File: config.mk
export PLATFORM = sky130hd
export DESIGN_NAME = eeprom_wp_ctrl
export DESIGN_NICKNAME = d
export VERILOG_FILES = /design/src/rtl/wpc_pkg.sv /design/src/rtl/wpc_range_guard.sv /design/src/rtl/wpc_busy_timer.sv /design/src/rtl/eeprom_wp_ctrl.sv
export SDC_FILE = /design/constraint.sdc
export NUM_CORES = 1
export LEC_CHECK = 0
export BUFFER_PORTS_ARGS = -buffer_cell sky130_fd_sc_hd__buf_2
export CELL_PAD_IN_SITES_DETAIL_PLACEMENT = 0
export CELL_PAD_IN_SITES_GLOBAL_PLACEMENT = 1
export CORE_MARGIN = 2
export CORE_UTILIZATION = 39
export CTS_BUF_LIST = sky130_fd_sc_hd__clkbuf_8
export CTS_CLUSTER_DIAMETER = 100
export DETAILED_ROUTE_END_ITERATION = 6
export GPL_TIMING_DRIVEN = 0
export PLACE_DENSITY_LB_ADDON = 0.1
export REMOVE_ABC_BUFFERS = 1
export SYNTH_ARGS = -nofsm -noshare
export SYNTH_HDL_FRONTEND = slang
export SYNTH_SLANG_ARGS = --single-unit
File: constraint.sdc
create_clock -name clk -period 4.6 [get_ports clk]
set_input_delay 0.92 -clock clk [delete_from_list [all_inputs] [get_ports clk]]
set_output_delay 0.92 -clock clk [all_outputs]
set_load 0.02 [all_outputs]
File: src/rtl/wpc_pkg.sv
package wpc_pkg;
    typedef enum logic {
        ST_IDLE = 1'b0,
        ST_BUSY = 1'b1
    } wpc_state_e;

    localparam int unsigned STATUS_W = 8;

    function automatic logic [STATUS_W-1:0] pack_status(
        input logic [1:0] prot,
        input logic       latch,
        input logic       bsy
    );
        return {4'b0000, prot, latch, bsy};
    endfunction
endpackage

File: src/rtl/wpc_range_guard.sv
module wpc_range_guard #(
    parameter int unsigned ADDR_W = 7
) (
    input  logic [1:0]        prot,
    input  logic [ADDR_W-1:0] addr,
    output logic              locked
);
    localparam int unsigned DEPTH   = 1 << ADDR_W;
    localparam int unsigned QUARTER = DEPTH / 4;

    logic [ADDR_W:0] low_bound;

    always_comb begin
        unique case (prot)
            2'b00:   low_bound = (ADDR_W+1)'(DEPTH);
            2'b01:   low_bound = (ADDR_W+1)'(DEPTH - QUARTER);
            2'b10:   low_bound = (ADDR_W+1)'(DEPTH - 2*QUARTER);
            default: low_bound = '0;
        endcase
    end

    assign locked = ({1'b0, addr} >= low_bound);
endmodule

File: src/rtl/wpc_busy_timer.sv
module wpc_busy_timer #(
    parameter int unsigned BUSY_CYCLES = 16
) (
    input  logic clk,
    input  logic rst_n,
    input  logic start,
    input  logic running,
    output logic expire
);
    localparam int unsigned CNT_W = (BUSY_CYCLES > 1) ? $clog2(BUSY_CYCLES) : 1;
    localparam logic [CNT_W-1:0] LOAD_VAL = CNT_W'(BUSY_CYCLES - 1);

    logic [CNT_W-1:0] cnt_q;

    always_ff @(posedge clk or negedge rst_n) begin
        if (!rst_n) begin
            cnt_q <= '0;
        end else if (start) begin
            cnt_q <= LOAD_VAL;
        end else if (running && cnt_q != '0) begin
            cnt_q <= cnt_q - 1'b1;
        end
    end

    assign expire = running && (cnt_q == '0);
endmodule

File: src/rtl/eeprom_wp_ctrl.sv
module eeprom_wp_ctrl
    import wpc_pkg::*;
#(
    parameter int unsigned ADDR_W      = 7,
    parameter int unsigned BUSY_CYCLES = 16
) (
    input  logic                clk,
    input  logic                rst_n,
    input  logic                wp_n,
    input  logic                cmd_wren,
    input  logic                cmd_wrdi,
    input  logic                cmd_rdsr,
    input  logic                cmd_wrsr,
    input  logic [7:0]          sr_wdata,
    input  logic                cmd_write,
    input  logic [ADDR_W-1:0]   wr_addr,
    output logic                grant,
    output logic                deny,
    output logic                busy,
    output logic                status_valid,
    output logic [STATUS_W-1:0] status_out
);
    wpc_state_e state_q, state_d;

    logic       wel_q, wel_d;
    logic [1:0] bp_q;
    logic       grant_q, deny_q, sv_q;
    logic [STATUS_W-1:0] st_q;

    logic in_idle, addr_locked, expire;
    logic req_sr, req_wr, any_req;
    logic gate_open, take_sr, take_wr, launch;
    logic unused_bits;

    assign unused_bits = ^{sr_wdata[7:4], sr_wdata[1:0]};

    wpc_range_guard #(.ADDR_W(ADDR_W)) u_guard (
        .prot   (bp_q),
        .addr   (wr_addr),
        .locked (addr_locked)
    );

    wpc_busy_timer #(.BUSY_CYCLES(BUSY_CYCLES)) u_timer (
        .clk     (clk),
        .rst_n   (rst_n),
        .start   (launch),
        .running (state_q == ST_BUSY),
        .expire  (expire)
    );

    assign in_idle   = (state_q == ST_IDLE);
    assign req_sr    = cmd_wrsr;
    assign req_wr    = cmd_write && !cmd_wrsr;
    assign any_req   = req_sr || req_wr;
    assign gate_open = wel_q && wp_n && in_idle;
    assign take_sr   = req_sr && gate_open;
    assign take_wr   = req_wr && gate_open && !addr_locked;
    assign launch    = take_sr || take_wr;

    // Next-state logic: launch and expire transitions
    always_comb begin
        state_d = state_q;
        unique case (state_q)
            ST_IDLE: if (launch) state_d = ST_BUSY;
            ST_BUSY: if (expire) state_d = ST_IDLE;
            default: state_d = ST_IDLE;
        endcase
    end

    // Enable latch update
    always_comb begin
        wel_d = wel_q;
        if (expire) begin
            wel_d = 1'b0;
        end else if (in_idle) begin
            if (take_sr)                  wel_d = 1'b0;
            else if (any_req)             wel_d = wel_q;
            else if (cmd_wrdi)            wel_d = 1'b0;
            else if (cmd_wren)            wel_d = 1'b1;
        end
        if (!wp_n) wel_d = 1'b0;
    end

    // State register process
    always_ff @(posedge clk or negedge rst_n) begin
        if (!rst_n) begin
            state_q <= ST_IDLE;
            wel_q   <= 1'b0;
            bp_q    <= 2'b00;
        end else begin
            state_q <= state_d;
            wel_q   <= wel_d;
            if (take_sr) bp_q <= sr_wdata[3:2];
        end
    end

    // Output register process
    always_ff @(posedge clk or negedge rst_n) begin
        if (!rst_n) begin
            grant_q <= 1'b0;
            deny_q  <= 1'b0;
            sv_q    <= 1'b0;
            st_q    <= '0;
        end else begin
            grant_q <= launch;
            deny_q  <= any_req && !launch;
            sv_q    <= cmd_rdsr;
            if (cmd_rdsr) st_q <= pack_status(bp_q, wel_q, state_q == ST_BUSY);
        end
    end

    assign grant        = grant_q;
    assign deny         = deny_q;
    assign busy         = (state_q == ST_BUSY);
    assign status_valid = sv_q;
    assign status_out   = sv_q ? st_q : '0;
endmodule

# Word level (Yosys, flattened, before mapping)
# Cells that the tools add are included.
# word_totals
register_bits	15
inputBits	23
output_inout_bits	12
elab_cells	49
# classes
addsub	1
magnitude_cmp	1
n_eq_ne	5
muxes	14
bitwise	1
reduce_logical	19
# op_table
cell	n
8-bit case mux with 3 select lines	1
4-bit 2-to-1 mux	3
1-bit logical AND	9
1-bit 2-to-1 mux	9
7-bit by 8-bit greater-or-equal comparator with 1-bit output	1
5-bit by 1-bit != test with 1-bit output (second input constant)	1
4-bit logical NOT	1
4-bit by 3-bit != test with 1-bit output (second input constant)	1
4-bit nonzero test	1
4-bit by 1-bit subtractor with 4-bit output (second input constant)	1
1-bit logical NOT	3
3-bit by 2-bit != test with 1-bit output (second input constant)	1
3-bit AND reduction	1
2-bit by 1-bit equality test with 1-bit output (second input constant)	1
2-bit equality test (second input constant)	1
2-bit logical NOT	1
1-bit logical OR	2
1-bit case mux with 2 select lines	1
2-bit nonzero test	1
1-bit inverter	1

# Logic depth before layout (Yosys ltp)
# logic_depth
ltp_word	8
depth_mapped	8

# Cells and area by module
# A second synthesis with hierarchy kept.
# hier_totals
hier_cells	75
area_unflattened_um2	827.0
# by_module_without_submodules
mod	instances	cells_per_inst	area_per_inst_um2	seq_area_each_um2
eeprom_wp_ctrl	1	40	491.7	275.3
wpc_busy_timer	1	22	222.7	100.1
wpc_range_guard	1	13	112.6	0.0

# Worst setup path before layout
# Ideal clock, no wire load.
# synth_timing
path_type	input-to-reg
startpoint	in wr_addr[6]
endpoint	reg grant_q (netlist: grant)
setup_time_ps	119
arrival_time_ps	1834
t_required_ps	4481
path_slack_ps	2647
stages	5
path_buffers	0
path_cell_list	ha_1 > nor4bb_1 > nand2_1 > and3_1 > o21a_1
# synth_via
elab_chain_cells	4
# synth_lines
item	line	source
start, declared	eeprom_wp_ctrl.sv:16	input logic [ADDR_W-1:0] wr_addr,
7-bit by 8-bit greater-or-equal comparator with 1-bit output	wpc_range_guard.sv:22	assign locked = ({1'b0, addr} >= low_bound);
1-bit logical NOT	eeprom_wp_ctrl.sv:57	assign take_wr = req_wr && gate_open && !addr_locked;
1-bit logical AND	eeprom_wp_ctrl.sv:57	
1-bit logical OR	eeprom_wp_ctrl.sv:58	assign launch = take_sr || take_wr;
named net launch	eeprom_wp_ctrl.sv:32	logic gate_open, take_sr, take_wr, launch;
end signal, assigned	eeprom_wp_ctrl.sv:105	grant_q <= launch;
end, declared	eeprom_wp_ctrl.sv:27	logic grant_q, deny_q, sv_q;
# The timed path passes the listed nets, and every way through them passes these cells.
# A chain may end at the register's enable or synchronous reset.

# Worst setup path in the final report
# layout_timing
startpoint	in wr_addr[6]
endpoint	reg u_timer.cnt_q[0]
# layout_via
elab_chain_cells	5
# layout_lines
item	line	source
7-bit by 8-bit greater-or-equal comparator with 1-bit output *	wpc_range_guard.sv:22	
1-bit logical NOT *	eeprom_wp_ctrl.sv:57	
1-bit logical AND *	eeprom_wp_ctrl.sv:57	
1-bit logical OR *	eeprom_wp_ctrl.sv:58	
4-bit 2-to-1 mux / 2-bit nonzero test (equally long branches)	n/a	
end signal, assigned	wpc_busy_timer.sv:21	cnt_q <= cnt_q - 1'b1;
end, declared	wpc_busy_timer.sv:13	logic [CNT_W-1:0] cnt_q;
# Every way passes the cells marked *; elsewhere a longest branch is shown, timed or not.

==> impl_metrics.toml <==
[clock_network]
clkSlewWorstSetupHoldPaths_ps = 60
clockBufferDepth = 2
tritoncts.num_buffers = 3
cts_resized = 0
cts.root.buffer_cell = "sky130_fd_sc_hd__clkbuf_8"
htree_num_levels = 1
cts_setup_buffers = 0
tritoncts_num_sinks = 15
tritoncts_clock_tree = "yes"
postCtsHoldBufs = 0
clock_insertion_delay_worst_skew_ps = 250

[yosys]
synth.distinct_cells = 29
ys_seq_area_frac = 0.447
yosysWarnings = 0
synth.cell_area_sq_um = 840
synth_seq_cells = 15
postSynthAreaPerCell_sq_um = 10.8
cells_after_synthesis = 78

[layout]
utilization = 0.506
final_net_count = 134
areaGrowthSynthToFinish_pct = 20.6
post_route_cells_drive_above_1_share = 0.356
antenna-diode-count = 0
filler_cell_count = 193

[global_route]
grt_first_pass_wirelength_mm = 2.66
grt_max_degree = 16
grt_antenna_before_repair = 0
globalRouteOverflowTotal = 0
grt-busiest-layer = "met2"
met1_usage = 0.149
grt.met2_usage = 0.254
grt_pass1_vias = 639
grt_usage = 0.141
m3_gr_usage = 0.0476

[sta]
final_max_slew_viol_count = 0
maxClockFrequency_mhz = 516
hold_violations = 0
setup_viol = 0
final.min_clock_period_ps = 1940
finalHoldWorstSlack_ps = 496
worst_clock_skew_ps = 3.46
rsz0062_at_grt = "false"
final_cycle_utilization_of_the_critical_path = 0.421
fin_setup_tns_ps = 0

[setup_path]
crit_path_cell_trace = "buf_2, ha_1, nor4bb_1, nand2_1, nand4_1, o2111ai_1"
worstSetupStartpointType = "input port"
worstPathMaxFanout = 5
reg2reg_from = "bp_q[0]$_DFFE_PN0P_"
timing.reg2reg.worst_path_depth = 8
cp-end-kind = "flop"
setup.worst_path.start = "wr_addr[6]"
reg2reg_slack_ps = 2700
crit_type = "in2reg"
worst_path_arrival_time_ps = 2050
crit_slowest_cell = "sky130_fd_sc_hd__ha_1"
critical-path-max-stage-delay_ps = 270
crit-reg2reg-capture = "u_timer.cnt_q[0]$_DFFE_PN0P_"
critical_path_required_ps = 4710

[routing]
vias_per_cell = 4.96
detailedRoute.firstIterationViolations = 3
route.detailed.drc = 0
dr_total_vias = 650
firstDrtPassIters = 4
wl_per_cell_um = 11.2
ant_nets = 0
postRouteWirelength_mm = 1.46

[floorplan]
initial_core_util = 0.419
design.die.area_sq_um = 2540
floorplan.io_pins = 35
fp-row-count = 16
core_area_sq_um = 2000
die_w_um = 50.4
chipHeight_um = 50.4

[place]
port_buffers = 24
gp_congestion = 0.776
detailed_placement_hpwl_mm = 1.12

[hold_path]
min-delay-path-class = "reg2reg"
worst_hold_path.endpoint = "st_q[3]$_DFFE_PN0P_"
launch_instance_of_the_worst_min_delay_path = "st_q[3]$_DFFE_PN0P_"
min_delay_path_depth = 1

[status]
status = "finished clean"

[pwr]
power.static_leakage_nw = 0.522
design_power_total_mw = 0.499
cellPowerDensity_nw_per_um2 = 493
worst_ir_drop_vdd_mv = 0.283

[run]
max_cap_violations = 0
==> worst max-delay path by stage <==
stage          slack, ps                           end  depth (start not counted)
6_report            2660  u_timer.cnt_q[0]$_DFFE_PN0P_                          6
5_1_grt             2510  u_timer.cnt_q[0]$_DFFE_PN0P_                          8
4_1_cts             2650  u_timer.cnt_q[0]$_DFFE_PN0P_                          6
3_5_place_dp        2390  u_timer.cnt_q[0]$_DFFE_PN0P_                          6
3_3_place_gp        2370  u_timer.cnt_q[0]$_DFFE_PN0P_                          6
2_1_floorplan       2650               grant$_DFF_PN0_                          5
==> synth_stat cells <==
library cell | instances | area (sq um)
sky130_fd_sc_hd__o2111ai_1 | 2 | 17.5
sky130_fd_sc_hd__nand4_1 | 1 | 6.26
sky130_fd_sc_hd__and3_1 | 1 | 6.26
sky130_fd_sc_hd__nand2_1 | 4 | 15.0
sky130_fd_sc_hd__nand4b_2 | 1 | 15.0
sky130_fd_sc_hd__dfrtp_1 | 15 | 375
sky130_fd_sc_hd__or4b_4 | 1 | 13.8
sky130_fd_sc_hd__nor4_1 | 1 | 6.26
sky130_fd_sc_hd__o22ai_1 | 1 | 6.26
sky130_fd_sc_hd__o21ai_0 | 1 | 5.00
sky130_fd_sc_hd__a21oi_1 | 2 | 10.0
sky130_fd_sc_hd__a211oi_1 | 1 | 7.51
sky130_fd_sc_hd__mux2_2 | 7 | 78.8
sky130_fd_sc_hd__and2_1 | 4 | 25.0
sky130_fd_sc_hd__buf_4 | 5 | 37.5
sky130_fd_sc_hd__o21a_1 | 2 | 15.0
sky130_fd_sc_hd__conb_1 | 1 | 3.75
sky130_fd_sc_hd__nand3b_1 | 1 | 7.51
sky130_fd_sc_hd__or3_1 | 1 | 6.26
sky130_fd_sc_hd__nor2_1 | 2 | 7.51
sky130_fd_sc_hd__ha_1 | 6 | 75.1
sky130_fd_sc_hd__nor2b_1 | 1 | 6.26
sky130_fd_sc_hd__o21bai_1 | 1 | 7.51
sky130_fd_sc_hd__nand3_1 | 5 | 25.0
sky130_fd_sc_hd__nor3_2 | 1 | 10.0
sky130_fd_sc_hd__nand2b_1 | 2 | 12.5
sky130_fd_sc_hd__o21ai_1 | 1 | 5.00
sky130_fd_sc_hd__inv_1 | 6 | 22.5
sky130_fd_sc_hd__nor4bb_1 | 1 | 10.0
==> report_power, final <==
group	switching, mW	leakage [nW]	internal [mW]	total (mW)
Clock	0.0438	0.0269	0.0590	0.103
Combinational	0.0900	0.306	0.0919	0.182
Sequential	0.0398	0.189	0.174	0.214
Total	0.174	0.522	0.325	0.499
==> critical path: cells and delay by family <==
kind | cells | cell delay, ps
AO/OA/AOI/OAI | 1 | 150
buffers and inverters | 1 | 100
AND/OR/NAND/NOR | 3 | 600
adder cells (fa/ha/maj) | 1 | 270
==> cell type report <==
type / count / area (sq um) / area share
clock buffers: 3 / 41.3 / 0.0408
clock inverters: 1 / 3.75 / 0.00371
inverters: 6 / 22.5 / 0.0222
multi-input cells: 55 / 415 / 0.410
flip-flops and latches: 15 / 375 / 0.371
well taps: 27 / 33.8 / 0.0334
repair buffers: 24 / 120 / 0.119
==> state kept, by name, indices dropped and copies added, names as in the netlist <==
register       flops
st_q               4
grant              1
bp_q               2
status_valid       1
busy               1
deny               1
wel_q              1
u_timer.cnt_q      4
==> layer usage <==
layer / vias to the layer above / wire length [um]
met4: 0 / 21
li1: 322 / -
met5: - / 0
met3: 4 / 99
met1: 303 / 607
met2: 21 / 734
==> through the flow <==
step	cells	area, sq um	setup slack [ps]
5_1_grt	131	1010	2510
2_1_floorplan	76	813	2650
4_1_cts	131	1010	2650
3_3_place_gp	127	967	2370
3_5_place_dp	127	967	2390
6_report	131	1010	2660
==> cell families (layout without fill, tap and decap cells) <==
family                     count (synthesis)  in the layout  synth area share
adders and majority gates                  6              6            0.0894
other                                      1              4           0.00447
muxes                                      7              7            0.0939
buffers and inverters                     11             34            0.0715
and+or+nand+nor                           27             27             0.206
AOI/OAI and AO/OA                         11             11            0.0879
DFF                                       15             15             0.447
==> cell usage in the layout (no fill, tap or decap), types with 2 or more instances in the layout <==
master,netlist,routed
sky130_fd_sc_hd__inv_1,6,7
sky130_fd_sc_hd__mux2_2,7,7
sky130_fd_sc_hd__conb_1,1,4
sky130_fd_sc_hd__nand2_1,4,4
sky130_fd_sc_hd__dfrtp_1,15,15
sky130_fd_sc_hd__o21a_1,2,2
sky130_fd_sc_hd__nor2_1,2,2
sky130_fd_sc_hd__ha_1,6,6
sky130_fd_sc_hd__nand3_1,5,5
sky130_fd_sc_hd__a21oi_1,2,2
sky130_fd_sc_hd__clkbuf_8,0,3
sky130_fd_sc_hd__nand2b_1,2,2
sky130_fd_sc_hd__buf_2,0,24
sky130_fd_sc_hd__o2111ai_1,2,2
sky130_fd_sc_hd__and2_1,4,4
Note: power is estimated with default switching activity, not from simulation.
